File: config.mk
export PLATFORM = sky130hd
export DESIGN_NAME = galois_prpg
export DESIGN_NICKNAME = d
export VERILOG_FILES = /design/src/rtl/prpg_pkg.sv /design/src/rtl/prpg_galois_next.sv /design/src/rtl/prpg_lock_detect.sv /design/src/rtl/prpg_seed_guard.sv /design/src/rtl/galois_prpg.sv
export SDC_FILE = /design/constraint.sdc
export NUM_CORES = 1
export LEC_CHECK = 0
export BUFFER_PORTS_ARGS = -buffer_cell sky130_fd_sc_hd__buf_2
export CELL_PAD_IN_SITES_DETAIL_PLACEMENT = 1
export CELL_PAD_IN_SITES_GLOBAL_PLACEMENT = 2
export CORE_ASPECT_RATIO = 1.4
export CORE_MARGIN = 1
export CORE_UTILIZATION = 26
export DETAILED_ROUTE_END_ITERATION = 12
export GPL_TIMING_DRIVEN = 0
export PLACE_DENSITY = 0.86
export SYNTH_ARGS = -nofsm -noshare
export SYNTH_HDL_FRONTEND = slang
export SYNTH_SLANG_ARGS = --single-unit
File: constraint.sdc
create_clock -name clk -period 2.16 [get_ports clk]
set_input_delay 0.108 -clock clk [delete_from_list [all_inputs] [get_ports clk]]
set_output_delay 0.108 -clock clk [all_outputs]
set_load 0.05 [all_outputs]
File: src/rtl/prpg_pkg.sv
package prpg_pkg;

  typedef enum logic {
    FB_XOR  = 1'b0,
    FB_XNOR = 1'b1
  } fb_mode_e;

  // Value shifted into the top stage and the pattern the register cannot leave
  function automatic logic fill_bit(input fb_mode_e m);
    return (m == FB_XNOR);
  endfunction

endpackage

File: src/rtl/prpg_galois_next.sv
module prpg_galois_next
  import prpg_pkg::*;
#(
  parameter int WIDTH = 16
) (
  input  logic [WIDTH-1:0] cur_i,
  input  logic [WIDTH-1:0] taps_i,
  input  fb_mode_e         mode_i,
  output logic [WIDTH-1:0] nxt_o
);

  logic             out_bit;
  logic [WIDTH-1:0] shifted;
  logic             inj;

  assign out_bit = cur_i[0];
  assign shifted = {fill_bit(mode_i), cur_i[WIDTH-1:1]};
  // XNOR(a, o) == a ^ o ^ 1, so one gate per tapped stage either way
  assign inj     = out_bit ^ fill_bit(mode_i);

  for (genvar g = 0; g < WIDTH; g++) begin : g_stage
    assign nxt_o[g] = taps_i[g] ? (shifted[g] ^ inj) : shifted[g];
  end

endmodule

File: src/rtl/prpg_lock_detect.sv
module prpg_lock_detect
  import prpg_pkg::*;
#(
  parameter int WIDTH = 16
) (
  input  logic [WIDTH-1:0] state_i,
  input  fb_mode_e         mode_i,
  output logic [WIDTH-1:0] lock_pat_o,
  output logic             locked_o
);

  assign lock_pat_o = {WIDTH{fill_bit(mode_i)}};
  assign locked_o   = (state_i == lock_pat_o);

endmodule

File: src/rtl/prpg_seed_guard.sv
module prpg_seed_guard #(
  parameter int               WIDTH        = 16,
  parameter logic [WIDTH-1:0] DEFAULT_SEED = {{(WIDTH-1){1'b0}}, 1'b1}
) (
  input  logic [WIDTH-1:0] seed_i,
  input  logic [WIDTH-1:0] lock_pat_i,
  output logic [WIDTH-1:0] safe_o
);

  assign safe_o = (seed_i == lock_pat_i) ? DEFAULT_SEED : seed_i;

endmodule

File: src/rtl/galois_prpg.sv
module galois_prpg
  import prpg_pkg::*;
#(
  parameter int               WIDTH        = 16,
  parameter logic [WIDTH-1:0] DEFAULT_SEED = {{(WIDTH-1){1'b0}}, 1'b1}
) (
  input  logic             clk,
  input  logic             rst,
  input  logic             step_en,
  input  logic             load,
  input  logic             mode_xnor_i,
  input  logic [WIDTH-1:0] seed_i,
  input  logic [WIDTH-1:0] taps_i,
  output logic [WIDTH-1:0] state_o,
  output logic             serial_o,
  output logic             lockup_o
);

  fb_mode_e         mode;
  logic [WIDTH-1:0] state_q;
  logic [WIDTH-1:0] step_val;
  logic [WIDTH-1:0] lock_pat;
  logic [WIDTH-1:0] load_val;

  assign mode = fb_mode_e'(mode_xnor_i);

  prpg_galois_next #(.WIDTH(WIDTH)) u_next (
    .cur_i  (state_q),
    .taps_i (taps_i),
    .mode_i (mode),
    .nxt_o  (step_val)
  );

  prpg_lock_detect #(.WIDTH(WIDTH)) u_lock (
    .state_i    (state_q),
    .mode_i     (mode),
    .lock_pat_o (lock_pat),
    .locked_o   (lockup_o)
  );

  prpg_seed_guard #(.WIDTH(WIDTH), .DEFAULT_SEED(DEFAULT_SEED)) u_guard (
    .seed_i     (seed_i),
    .lock_pat_i (lock_pat),
    .safe_o     (load_val)
  );

  always_ff @(posedge clk) begin
    if (rst)          state_q <= DEFAULT_SEED;
    else if (load)    state_q <= load_val;
    else if (step_en) state_q <= step_val;
  end

  assign state_o  = state_q;
  assign serial_o = state_q[0];

  // the cycle after reset holds the default seed
  p_reset_seed_r1: assert property (@(posedge clk) disable iff (rst)
    $past(rst) |-> state_q == DEFAULT_SEED);

  // a legal seed is taken as is, even with step_en high
  p_load_seed_r2: assert property (@(posedge clk) disable iff (rst)
    (load && seed_i != lock_pat) |=> state_q == $past(seed_i));

  // a lock-up seed is replaced by the default
  p_lock_subst_r3: assert property (@(posedge clk) disable iff (rst)
    (load && seed_i == lock_pat) |=> state_q == DEFAULT_SEED);

  // idle cycles keep the state
  p_hold_r4: assert property (@(posedge clk) disable iff (rst)
    (!load && !step_en) |=> $stable(state_q));

  // lock-up is absorbing under stepping in the same mode
  p_lock_stuck_r9: assert property (@(posedge clk) disable iff (rst)
    (lockup_o && !load) |=> $stable(state_q));

endmodule

After elaboration in Yosys (flattened, before gate mapping)

Index checks and enable logic that the tools add are counted.

Output and inout bits: 18
Flip-flop bits (word level): 16
Logic and storage cells: 40
Input port bits: 37

Muxes and demuxes: 19
Bitwise operators: 17
Reductions and logical operators: 1
Equal/unequal tests: 2

Operators with widths:

| operator           | number |
|---|---|
| 2-to-1 mux 16 bit  | 3 |
| == test 16 bit     | 2 |
| XOR 1 bit          | 17 |
| 2-to-1 mux 1 bit   | 16 |
| nonzero test 2 bit | 1 |

Longest topological paths before layout

Gate-level depths: netlist (run 1).

Depth after elaboration: 5
Depth in mapped cells: 6
Depth with buffers taken out: 4

Hierarchy

Synthesis (run 1) repeated with hierarchy kept, for this count alone.

Cells, all modules: 192
Area, all modules: 1710.4 µm²

By module, submodules not included:

| module           | area an instance (µm²) | times used | sequential area each (µm²) | cells an instance |
|---|---|---|---|---|
| galois_prpg      | 770.7                  | 1          | 320.3                      | 73 |
| prpg_seed_guard  | 501.7                  | 1          | 0.0                        | 55 |
| prpg_galois_next | 229.0                  | 1          | 0.0                        | 33 |
| prpg_lock_detect | 209.0                  | 1          | 0.0                        | 31 |

Worst setup path before layout (run 1)

Ideal clock, no wire load.

Path type: register -> output
Start point: register state_q[13] (netlist: state_o[13])
End point: output port lockup_o
Stages on the path, launching flop included: 5
Path slack: -214 ps
Required time: 2052 ps
Path buffers: 0
Arrival: 2266 ps
Cells stage by stage: dfxtp_1 > nand4_1 > nor3_1 > a31oi_1 > a211oi_1

Word-level cells in the longest chain between the ends: 1

Ends and longest elaborated chain:

| what                   | line                   | text |
|---|---|---|
| start, declared        | galois_prpg.sv:20      | `logic [WIDTH-1:0] state_q;` |
| start signal, assigned | galois_prpg.sv:49      | `else if (load) state_q <= load_val;` |
| start signal, assigned | galois_prpg.sv:50      | `else if (step_en) state_q <= step_val;` |
| == test 16 bit         | prpg_lock_detect.sv:13 | `assign locked_o = (state_i == lock_pat_o);` |
| end, declared          | galois_prpg.sv:16      | `output logic lockup_o` |

No other way between the ends.

Final worst setup path (run 1)

Start point: register state_q[0] (netlist: state_o[0])
End point: register state_q[1] (netlist: state_o[1])

Word-level cells in the longest chain between the ends: 5

Ends and longest elaborated chain:

| what              | line                   | text |
|---|---|---|
| XOR 1 bit         | prpg_galois_next.sv:19 | `assign inj = out_bit ^ fill_bit(mode_i);` |
| XOR 1 bit         | prpg_galois_next.sv:22 | `assign nxt_o[g] = taps_i[g] ? (shifted[g] ^ inj) : shifted[g];` |
| 2-to-1 mux 1 bit  | prpg_galois_next.sv:22 |  |
| 2-to-1 mux 16 bit | galois_prpg.sv:50      |  |
| 2-to-1 mux 16 bit | galois_prpg.sv:49      |  |

No other way between the ends. The select of a mux whose other input is x is not followed.
A chain may end at the register's enable or synchronous reset.

==> out/metrics.csv, run 1 <==
stage,metric,value,unit
critical_path,critical_path.max_stage_delay,0.49,ns
floorplan,core_area,4610,um2
cts,clkSinkCount,16,
cts,clk_path_buf_depth,2,
cells_and_area,largest_register_ff_count,16,
yosys,synthCells,175,
yosys,yosys_register_bits,16,
cells_and_area,instances_no_fill,294,
critical_path,worst-endpoint-arrival,1.94,ns
floorplan,initial_utilization,27.6,%
critical_path,reg2reg_depth,5,
timing,max_freq,571,MHz
cells_and_area,final_common_cell,sky130_fd_sc_hd__buf_2,
yosys,synth_seq_area_share,25.2,%
timing,grt_setup_unrepaired,no,
yosys,netlist-cell-type-count,34,
placed_design,placed_cells_incl_taps,291,
timing,fin_hold_ws,0.148,ns
critical_path,r2r-end,state_o[1],
detailed_routing,via_per_inst,5.40,
timing,final.setup.tns,0,ns
cts,clock_slew_at_reported_path_ffs,0.06,ns
timing,crit_share_post_route,81.1,%
cts,cts_root_buffer,sky130_fd_sc_hd__clkbuf_8,
floorplan,dieHeight,84.8,um
cells_and_area,area_growth_syn_to_fin,31.0,%
yosys,ys.warnings.count,0,
critical_path,setup.worst_path.end_class,register,
critical_path,path_class,reg2reg,
critical_path,timing.critical_path.slowest_stage_cell,sky130_fd_sc_hd__dfxtp_1,
critical_path,timing.critical_path.from,state_o[0],
power_and_ir_drop,largest_voltage_drop_on_the_vdd_net,0.000211,V
cts,clock_tree_from_tritoncts,yes,
critical_path,worstPathMaxFanout,10,
cts,post_cts_resize_count,0,
status,status,finished clean,
cts,cts_inserted_buffers,3,
floorplan,fp.dieArea,5180,um2
timing,timing.final.crit_period,1.75,ns
placed_design,finalWeightedCongestion,0.789,
critical_path,r2r_start,state_o[0],
grt,grt_pass1_wl,7720,um
timing,finalSetupViolCount,0,
grt,grt_usage,20.3,%
flow_run,cap_violations,0,
detailed_routing,post-route-drc-count,0,
detailed_routing,routed_wire_length_per_instance,16.5,um
detailed_routing,drt_iter0_markers,31,
yosys,syn-num-nets,212,
critical_path,critPathRequiredTime,2.34,ns
power_and_ir_drop,post_route_total_power,960,uW
placed_design,detailedPlacementHpwl,3720,um
placed_design,post_dp_cell_area,1630,um2
floorplan,die_w,61.1,um
detailed_routing,finalWirelength,4860,um
timing,worst_pin_slew,0.586,ns
cells_and_area,final_cell_mix,"sky130_fd_sc_hd__buf_2 (56), sky130_fd_sc_hd__nor3_1 (18), sky130_fd_sc_hd__nor2_1 (17)",
cts,clock_latency,0.26,ns
timing,timing.max_slew.rel_slack,60.9,%
power_and_ir_drop,static-leakage-power,0.000704,uW
cts,ctsHoldBuffers,0,
yosys,post_synth.cell_area_avg,7.27,um2
timing,final_hold_viols,0,
floorplan,rows,29,
cells_and_area,finish.net_count,271,
critical_path,worst-r2r-setup-slack,0.41,ns
critical_path,cp-endpoint,state_o[1],
cts,cts-htree-levels,1,
floorplan,io-pin-count,55,
grt,grt_antenna_before_repair,0,
cells_and_area,num-fill-cells,611,
critical_path,cp-start-kind,register,
detailed_routing,first_pass_iters,4,
cells_and_area,layout-drive-gt1-share,29.3,%
power_and_ir_drop,p_per_area,576,nW/um2
detailed_routing,via_count,1589,
critical_path,cell_by_cell_listing_of_the_critical_path,"xor2_1, clkbuf_1, a21oi_1, o21ai_1, o2bb2ai_1",
cts,post_cts_setup_buffers,0,
grt,overflow,0,
min_path,hold_class,in2reg,
cells_and_area,postLayoutCellArea,1670,um2
detailed_routing,ant_nets,0,
timing,clock-skew-final,0.000965,ns
cells_and_area,antennaDiodeCount,0,
placed_design,io_buffers,54,
grt,grt_pass1_vias,1539,
timing,drv_slew,0,
yosys,syn_area,1270,um2
grt,grt_max_degree,11,
-- cells in the mapped netlist, drive strengths merged --
cell type	number	area (um2)
a21boi	1	7.51
nor3	19	100
and3	14	87.6
nand4	4	25.0
xor2	1	8.76
and3b	1	8.76
dfxtp	16	320
a31oi	1	6.26
or3	3	18.8
buf	4	28.8
nor4	4	31.3
a2bb2oi	1	8.76
o22a	1	10.0
a211o	1	8.76
a211oi	2	15.0
nand3b	15	113
nand2	3	11.3
or2	1	6.26
inv	1	3.75
o21ai	15	75.1
or3b	1	8.76
a21oi	15	75.1
mux2i	1	10.0
nor2	17	63.8
or4	2	18.8
clkbuf	11	41.3
o22ai	1	12.5
o2bb2ai	14	123
nand3	5	25.0
-- worst min path at each step --
stage / startpoint / to / slack (ns) / cells after the start
after global placement: seed_i[10] / state_o[10] / 0.41 / 3
final: seed_i[6] / state_o[6] / 0.15 / 3
after global routing: seed_i[5] / state_o[5] / 0.17 / 3
after CTS: seed_i[5] / state_o[5] / 0.14 / 3
after detailed placement: seed_i[5] / state_o[5] / 0.41 / 3
after floorplan: seed_i[6] / state_o[6] / 0.27 / 2
-- cell type report --
class | instances | area [um2] | area share (%)
plain buffers | 15 | 70.1 | 4.20
clock buffers | 3 | 41.3 | 2.48
multi-input cells | 143 | 883 | 53.0
inverters | 1 | 3.75 | 0.225
well taps | 62 | 77.6 | 4.65
flip-flops and latches | 16 | 320 | 19.2
repair buffers | 54 | 270 | 16.2
-- stage by stage --
step / setup WS, ns / utilization (%)
4_1_cts: 0.386 / 36.2
6_report: 0.408 / 36.2
2_1_floorplan: 0.253 / -
5_1_grt: 0.229 / 36.2
3_5_place_dp: 0.421 / 35.3
3_3_place_gp: 0.438 / 35.3
-- per-layer routing --
metal  wire [um]  global-route usage, %  up-vias
met5           0                      0        -
met3         124                   1.39        5
met4          80                   8.06        0
met1        2180                   26.6      767
li1            -                      -      780
met2        2470                   33.5       37
-- power breakdown --
group	switching (uW)	total, uW	internal [uW]
registers	44.1	366	322
clock network	110	235	124
logic	239	359	120
-- cells by family (layout without fill, tap and decap cells) --
logic type,after synthesis,in the layout,share of synthesized area (%)
AOI/OAI and AO/OA,52,52,26.8
buffers and inverters,16,73,5.80
xor gates and xnor gates,1,1,0.688
DFF,16,16,25.2
muxes,1,1,0.787
and+or+nand+nor,89,89,40.7
-- critical path: cells and delay by family (launching register included) --
kind	cells	cell delay [ns]
compound gates	3	0.43
xor+xnor	1	0.26
buf+inv	1	0.49
flops	1	0.49
(Power assumes the default switching activity.)
==> run 2: changes to the inputs <==
--- a/config.mk
+++ b/config.mk
@@ -10,10 +10,10 @@
 export CELL_PAD_IN_SITES_GLOBAL_PLACEMENT = 2
 export CORE_ASPECT_RATIO = 1.4
 export CORE_MARGIN = 1
-export CORE_UTILIZATION = 26
+export CORE_UTILIZATION = 22
 export DETAILED_ROUTE_END_ITERATION = 12
 export GPL_TIMING_DRIVEN = 0
-export PLACE_DENSITY = 0.86
+export PLACE_DENSITY = 0.78
 export SYNTH_ARGS = -nofsm -noshare
 export SYNTH_HDL_FRONTEND = slang
 export SYNTH_SLANG_ARGS = --single-unit
==> constraint.sdc (replaced) <==
create_clock -name clk -period 1.5 [get_ports clk]
set_input_delay 0.075 -clock clk [delete_from_list [all_inputs] [get_ports clk]]
set_output_delay 0.075 -clock clk [all_outputs]
set_load 0.05 [all_outputs]
==> run 2 against run 1 <==
Net effect: the flow now finishes with violations (setup timing); first-iteration DRC count is 39% higher; global-route usage shrank 2.5 points; register-to-register slack got worse by 0.31 ns; critical path type is now reg2out; count of clock-buffer cells in the layout rose by 1; final cell count up 5.1%; setup slack worse by 0.48 ns; critical path depth shrank 1; sequential share of layout area decreased by 0.095 points; clock power up 72%; clock skew grew 0.0037 ns; critical endpoint is now lockup_o; total power is 57% higher; non-clock buffer count up 8.
==> out/metrics.csv, run 2 (synthesis results as in run 1) <==
stage,metric,value,unit,change
status,status,finished with violations,,
status,failed_checks,setup timing,,
detailed_routing,routed_wire_length_per_instance,17.3,um,+4.6%
power_and_ir_drop,static-leakage-power,0.000776,uW,+10%
cells_and_area,final_cell_mix,"sky130_fd_sc_hd__buf_2 (57), sky130_fd_sc_hd__nor2_1 (17), sky130_fd_sc_hd__nor3_1 (16)",,
critical_path,critical_path.max_stage_delay,0.37,ns,-0.12 ns
grt,overflow,0,,unchanged
timing,final_hold_viols,0,,unchanged
power_and_ir_drop,p_per_area,812,nW/um2,+41%
placed_design,placed_cells_incl_taps,297,,+2.1%
detailed_routing,drt_iter0_markers,43,,+39%
placed_design,detailedPlacementHpwl,3860,um,+3.8%
power_and_ir_drop,power_report.internal_total,903,uW,+59%
critical_path,timing.critical_path.slowest_stage_cell,sky130_fd_sc_hd__dfxtp_4,,
floorplan,die_w,66.3,um,+8.4%
placed_design,io_buffers,54,,unchanged
power_and_ir_drop,p_clk_share,26.9,%,+2.5 points
floorplan,fp.dieArea,6100,um2,+18%
timing,crit_share_post_route,105,%,
timing,max_freq,638,MHz,
detailed_routing,via_per_inst,5.36,,-0.84%
flow_run,cap_violations,0,,unchanged
grt,grt_usage,17.9,%,-2.5 points
detailed_routing,via_count,1656,,+4.2%
cells_and_area,area_growth_syn_to_fin,46.0,%,
grt,grt_pass1_wl,8180,um,+5.9%
timing,finalSetupViolCount,1,,+1
critical_path,cp-start-kind,register,,
timing,grt_setup_unrepaired,yes,,
cells_and_area,finish.net_count,279,,+3.0%
timing,timing.max_slew.rel_slack,59.8,%,-1.1 points
power_and_ir_drop,pwr-share-seq,35.7,%,-2.5 points
power_and_ir_drop,switching_share,40.1,%,-0.81 points
critical_path,worst-endpoint-arrival,1.49,ns,-0.45 ns
critical_path,critPathRequiredTime,1.42,ns,-0.92 ns
timing,clock-skew-final,0.00466,ns,+0.00369 ns
cts,clk_path_buf_depth,2,,unchanged
cells_and_area,layout-drive-gt1-share,42.7,%,+13 points
cells_and_area,final_common_cell,sky130_fd_sc_hd__buf_2,,
power_and_ir_drop,post_route_total_power,1510,uW,+57%
cells_and_area,instances_no_fill,309,,+5.1%
cts,clock_tree_from_tritoncts,yes,,
cells_and_area,largest_register_ff_count,16,,unchanged
timing,worst_pin_slew,0.602,ns,+0.0161 ns
floorplan,initial_utilization,23.0,%,-4.6 points
critical_path,worstPathMaxFanout,6,,-4
critical_path,cell_by_cell_listing_of_the_critical_path,"nor4_4, a31oi_2, a211oi_4, buf_6",,
cts,clock_slew_at_reported_path_ffs,0.07,ns,about the same
cts,ctsHoldBuffers,0,,unchanged
min_path,hold_class,in2reg,,
detailed_routing,post-route-drc-count,0,,unchanged
grt,grt_antenna_before_repair,0,,unchanged
power_and_ir_drop,largest_voltage_drop_on_the_vdd_net,0.000371,V,+75%
detailed_routing,finalWirelength,5340,um,+10%
floorplan,core_area,5530,um2,+20%
timing,fin_hold_ws,0.0998,ns,-0.0479 ns
timing,final.setup.tns,-0.0685,ns,-0.0685 ns
cts,cts_inserted_buffers,3,,unchanged
cells_and_area,antennaDiodeCount,0,,unchanged
floorplan,io-pin-count,55,,unchanged
cts,clkSinkCount,16,,unchanged
detailed_routing,ant_nets,0,,unchanged
timing,timing.final.crit_period,1.57,ns,
timing,drv_slew,0,,unchanged
critical_path,worst-r2r-setup-slack,0.10,ns,-0.31 ns
critical_path,path_class,reg2out,,
cts,cts_root_buffer,sky130_fd_sc_hd__clkbuf_8,,
floorplan,rows,32,,+10%
cells_and_area,final_util,33.6,%,-2.5 points
detailed_routing,first_pass_iters,4,,unchanged
min_path,hold_path.startpoint,seed_i[9],,
grt,grt_max_degree,11,,unchanged
power_and_ir_drop,p_sw,605,uW,+54%
placed_design,finalWeightedCongestion,0.756,,-4.2%
floorplan,dieHeight,92.0,um,+8.5%
grt,grt_pass1_vias,1637,,+6.4%
cts,cts-htree-levels,1,,unchanged
critical_path,setup.worst_path.end_class,output port,,
critical_path,timing.critical_path.from,state_o[12],,
power_and_ir_drop,power_frac_comb,37.5,%,about the same
cts,clock_latency,0.26,ns,about the same
critical_path,r2r_start,state_o[0],,
timing,finalWorstSetupSlack,-0.0685,ns,-0.477 ns
run 2: path summary, 6_finish.rpt:
path                      end  cells past startpoint
setup reg to reg  state_o[14]                      5
setup / recovery     lockup_o                      4
hold / removal     state_o[9]                      3
hold reg to reg    state_o[1]                      3
run 2: per-stage QoR:
step	setup slack, ns	cell area (um2)
after floorplan	-0.150	1290
after global placement	-0.205	1650
after detailed placement	-0.224	1650
after CTS	-0.123	1710
after global routing	-0.118	1860
final	-0.0685	1860
run 2: final cells by class:
class                   instances  area (um2)
repair buffers                 62         337
inverters                       1        3.75
clock buffers                   4        55.1
well taps                      68        85.1
flip-flops and latches         16         355
fillers                       694        3670
plain buffers                  15        76.3
multi-input cells             143         946
run 2: what timing repair did:
item | 4_1_cts | 5_1_grt
resized for setup | 5 | 30
buffers inserted | 0 | 8
setup endpoints to repair | 16 | 17
pin swaps | 0 | 5
hold endpoints to repair | 0 | 0
run 2: power by group through the flow:
stage	combinational, uW	clock [uW]	sequential (uW)
after CTS	532	407	532
after detailed placement	528	0	541
after global routing	615	436	549
after floorplan	219	0	654
after global placement	519	0	540
final	565	405	538
run 2: routing by layer:
metal	track usage (%)	part of all wire, %	up-vias
met5	0	0	-
met4	4.96	2.1	0
met3	1.74	4.4	6
met2	32.0	50	47
met1	22.0	43	805
li1	-	-	798
run 2: worst max-delay path, delay by kind of cell, from the launching register on:
| kind | cells | cell delay, ns |
|---|---|---|
| and+or+nand+nor | 1 | 0.30 |
| DFF | 1 | 0.37 |
| buffers and inverters | 1 | 0.19 |
| AOI/OAI and AO/OA | 2 | 0.37 |
==> run 3: changes to the inputs <==
--- a/config.mk
+++ b/config.mk
@@ -5,6 +5,7 @@
 export SDC_FILE = /design/constraint.sdc
 export NUM_CORES = 1
 export LEC_CHECK = 0
+export ABC_AREA = 1
 export BUFFER_PORTS_ARGS = -buffer_cell sky130_fd_sc_hd__buf_2
 export CELL_PAD_IN_SITES_DETAIL_PLACEMENT = 1
 export CELL_PAD_IN_SITES_GLOBAL_PLACEMENT = 2
==> run 3 against run 2 <==
Net effect: the run now ends clean; via count down 9.1%; clock skew fell by 0.0039 ns; final cell count grew 5.2%; area after synthesis up 5.9%; critical path depth increased by 1; clock power decreased by 21%; die area is 5.7% higher; highest routed layer unchanged; wire length is 18% lower; register-to-register slack better by 0.04 ns; final area down 3.4%.
==> out/metrics.csv, run 3 <==
stage,metric,value,unit,change
power_and_ir_drop,static-leakage-power,0.000833,uW,+7.3%
critical_path,worst-endpoint-arrival,1.37,ns,-0.12 ns
yosys,synth_top_area_share,23.8,%,-1.4 points
timing,finalWorstSetupSlack,0.0559,ns,+0.124 ns
cells_and_area,area_growth_syn_to_fin,33.1,%,
placed_design,io_buffers,53,,-1.9%
critical_path,worstPathMaxFanout,6,,unchanged
cells_and_area,final_common_cell,sky130_fd_sc_hd__buf_2,,
cells_and_area,multiInputGateArea,946,um2,unchanged
yosys,syn_area,1350,um2,+5.9%
yosys,post_synth.cell_area_avg,6.77,um2,-6.9%
detailed_routing,finalWirelength,4360,um,-18%
placed_design,placed_cells_incl_taps,322,,+8.4%
grt,grt_pass1_wl,7010,um,-14%
timing,grt_setup_unrepaired,yes,,
yosys,ys_async_sr_fraction,0,%,unchanged
cts,cts_root_buffer,sky130_fd_sc_hd__clkbuf_8,,
detailed_routing,drt_iter0_markers,37,,-14%
floorplan,fp.dieArea,6450,um2,+5.7%
cells_and_area,num-fill-cells,750,,+8.1%
timing,worst_pin_slew,0.381,ns,-0.221 ns
floorplan,initial_utilization,23.0,%,-0.047 points
cts,cts-htree-levels,1,,unchanged
floorplan,core_area,5860,um2,+6.1%
yosys,yosys_most_used_dff,sky130_fd_sc_hd__dfxtp_1,,
cts,clock_latency,0.24,ns,-0.02 ns
yosys,synth_seq_area_share,23.8,%,-1.4 points
timing,crit_share_post_route,96.3,%,-8.3 points
detailed_routing,post-route-drc-count,0,,unchanged
power_and_ir_drop,p_per_area,767,nW/um2,-5.6%
floorplan,dieHeight,94.6,um,+2.8%
status,status,finished clean,,
detailed_routing,routed_wire_length_per_instance,13.4,um,-22%
timing,final_hold_viols,0,,unchanged
grt,grt_pass1_vias,1452,,-11%
yosys,synth-edff-count,0,,unchanged
critical_path,cell_by_cell_listing_of_the_critical_path,"nor4_4, o2bb2ai_2, nand2_1, nor2_2, buf_6",,
floorplan,die_w,68.1,um,+2.8%
critical_path,critical_path.max_stage_delay,0.37,ns,about the same
floorplan,rows,33,,+3.1%
timing,finalSetupViolCount,0,,-1
cells_and_area,finish.net_count,294,,+5.4%
cts,clkSinkCount,16,,unchanged
cells_and_area,final_cell_mix,"sky130_fd_sc_hd__buf_2 (56), sky130_fd_sc_hd__nand2_1 (38), sky130_fd_sc_hd__a21oi_1 (22)",,
yosys,synth_top_cells_by_area,"sky130_fd_sc_hd__dfxtp_1 (24%), sky130_fd_sc_hd__nand2_1 (11%), sky130_fd_sc_hd__nand2_4 (10%)",,
critical_path,cp-start-kind,register,,
min_path,hold_class,in2reg,,
yosys,syn-num-nets,236,,+11%
cts,ctsHoldBuffers,0,,unchanged
detailed_routing,ant_nets,0,,unchanged
detailed_routing,first_pass_iters,4,,unchanged
cts,cts_inserted_buffers,3,,unchanged
yosys,synthCells,199,,+14%
critical_path,critPathRequiredTime,1.42,ns,about the same
flow_run,cap_violations,0,,unchanged
cts,clk_path_buf_depth,2,,unchanged
placed_design,detailedPlace.worstSlack,0.120,ns,+0.344 ns
detailed_routing,via_count,1506,,-9.1%
detailed_routing,via_per_inst,4.63,,-14%
cells_and_area,instances_no_fill,325,,+5.2%
cells_and_area,register_area,337,um2,-5.3%
timing,max_freq,692,MHz,+8.6%
yosys,synth.most_common_cell,sky130_fd_sc_hd__nand2_1,,
yosys,netlist-cell-type-count,28,,-18%
grt,grt_antenna_before_repair,0,,unchanged
cells_and_area,largest_register_ff_count,16,,unchanged
yosys,yosys_register_bits,16,,unchanged
timing,drv_slew,0,,unchanged
timing,clock-skew-final,0.000791,ns,-0.00387 ns
placed_design,finalWeightedCongestion,0.732,,-3.2%
grt,grt_max_degree,11,,unchanged
grt,grt_usage,14.6,%,-3.3 points
placed_design,detailedPlacementHpwl,3570,um,-7.6%
power_and_ir_drop,largest_voltage_drop_on_the_vdd_net,0.000230,V,-38%
critical_path,timing.critical_path.slowest_stage_cell,sky130_fd_sc_hd__dfxtp_4,,
floorplan,io-pin-count,55,,unchanged
critical_path,path_class,reg2out,,
timing,timing.max_slew.rel_slack,74.6,%,+15 points
yosys,ys.warnings.count,0,,unchanged
yosys,synth_largest_area_cell,sky130_fd_sc_hd__dfxtp_1,,
cts,clock_tree_from_tritoncts,yes,,
critical_path,setup.worst_path.end_class,output port,,
cells_and_area,layout-drive-gt1-share,42.0,%,-0.78 points
grt,overflow,0,,unchanged
cts,clock_slew_at_reported_path_ffs,0.06,ns,about the same
timing,timing.final.crit_period,1.44,ns,-0.124 ns
cells_and_area,antennaDiodeCount,0,,unchanged
yosys,synth_top_cells_by_count,"sky130_fd_sc_hd__nand2_1 (38), sky130_fd_sc_hd__a21oi_1 (22), sky130_fd_sc_hd__nand3_1 (17), sky130_fd_sc_hd__o21ai_0 (17), sky130_fd_sc_hd__dfxtp_1 (16)",,
## run 3: where the power goes
part           internal, uW  total [uW]  switching (uW)
Clock                   178         321             143
Sequential              464         521            56.8
Combinational           183         534             351
Total                   824        1380             551
## run 3: worst max-delay path: cells and delay by family, from the launching register on
kind	cells	cell delay, ns
simple gates	3	0.44
flops	1	0.37
buf+inv	1	0.17
compound gates	1	0.14
## run 3: repair_timing
item,CTS,global route
cloned,0,0
buffers inserted,0,0
setup endpoints to repair,1,1
resized for setup,7,10
pin swaps,2,2
## run 3: logic make-up after synthesis
logic type	Yosys count	share of synthesized area [%]
AND/OR/NAND/NOR	98	40.3
buffers and inverters	19	8.26
flip-flops	16	23.8
AO/OA/AOI/OAI	66	27.7
## run 3: through the flow
stage               setup TNS (ns)  area (um2)  util, %  total power (uW)  hold WS [ns]
floorplan                  -0.0891        1350        -               884         0.170
global placement                 0        1700     29.1              1050         0.284
detailed placement               0        1700     29.1              1060         0.300
CTS                              0        1760     30.1              1390        0.0433
global route               -0.0343        1790     30.6              1470        0.0438
finish                           0        1790     30.6              1380        0.0409
## run 3: path summary, 6_finish.rpt
path | from | end | slack (ns) | depth (start not counted)
worst min register to register | state_o[0] | state_o[0] | 0.56 | 2
worst max-delay path | state_o[7] | lockup_o | 0.06 | 5
worst min-delay path | rst | state_o[0] | 0.04 | 3
worst max register to register | state_o[0] | state_o[11] | 0.14 | 8
## run 3: layer usage
layer  vias to the layer above  GRT usage, %  share of wire (%)
met5                         -             0                  0
met4                         0          4.69                1.1
met3                         2          1.21                2.8
met2                        29          25.2                 51
met1                       678          18.4                 45
li1                        797             -                  -
## run 3: layout make-up
cell class	instances	share of cell area [%]
Tap cell	70	4.88
Timing Repair Buffer	53	15.1
Buffer	10	4.32
Multi-Input combinational cell	164	52.7
Sequential cell	16	18.8
Clock buffer	3	2.30
Inverter	9	1.88
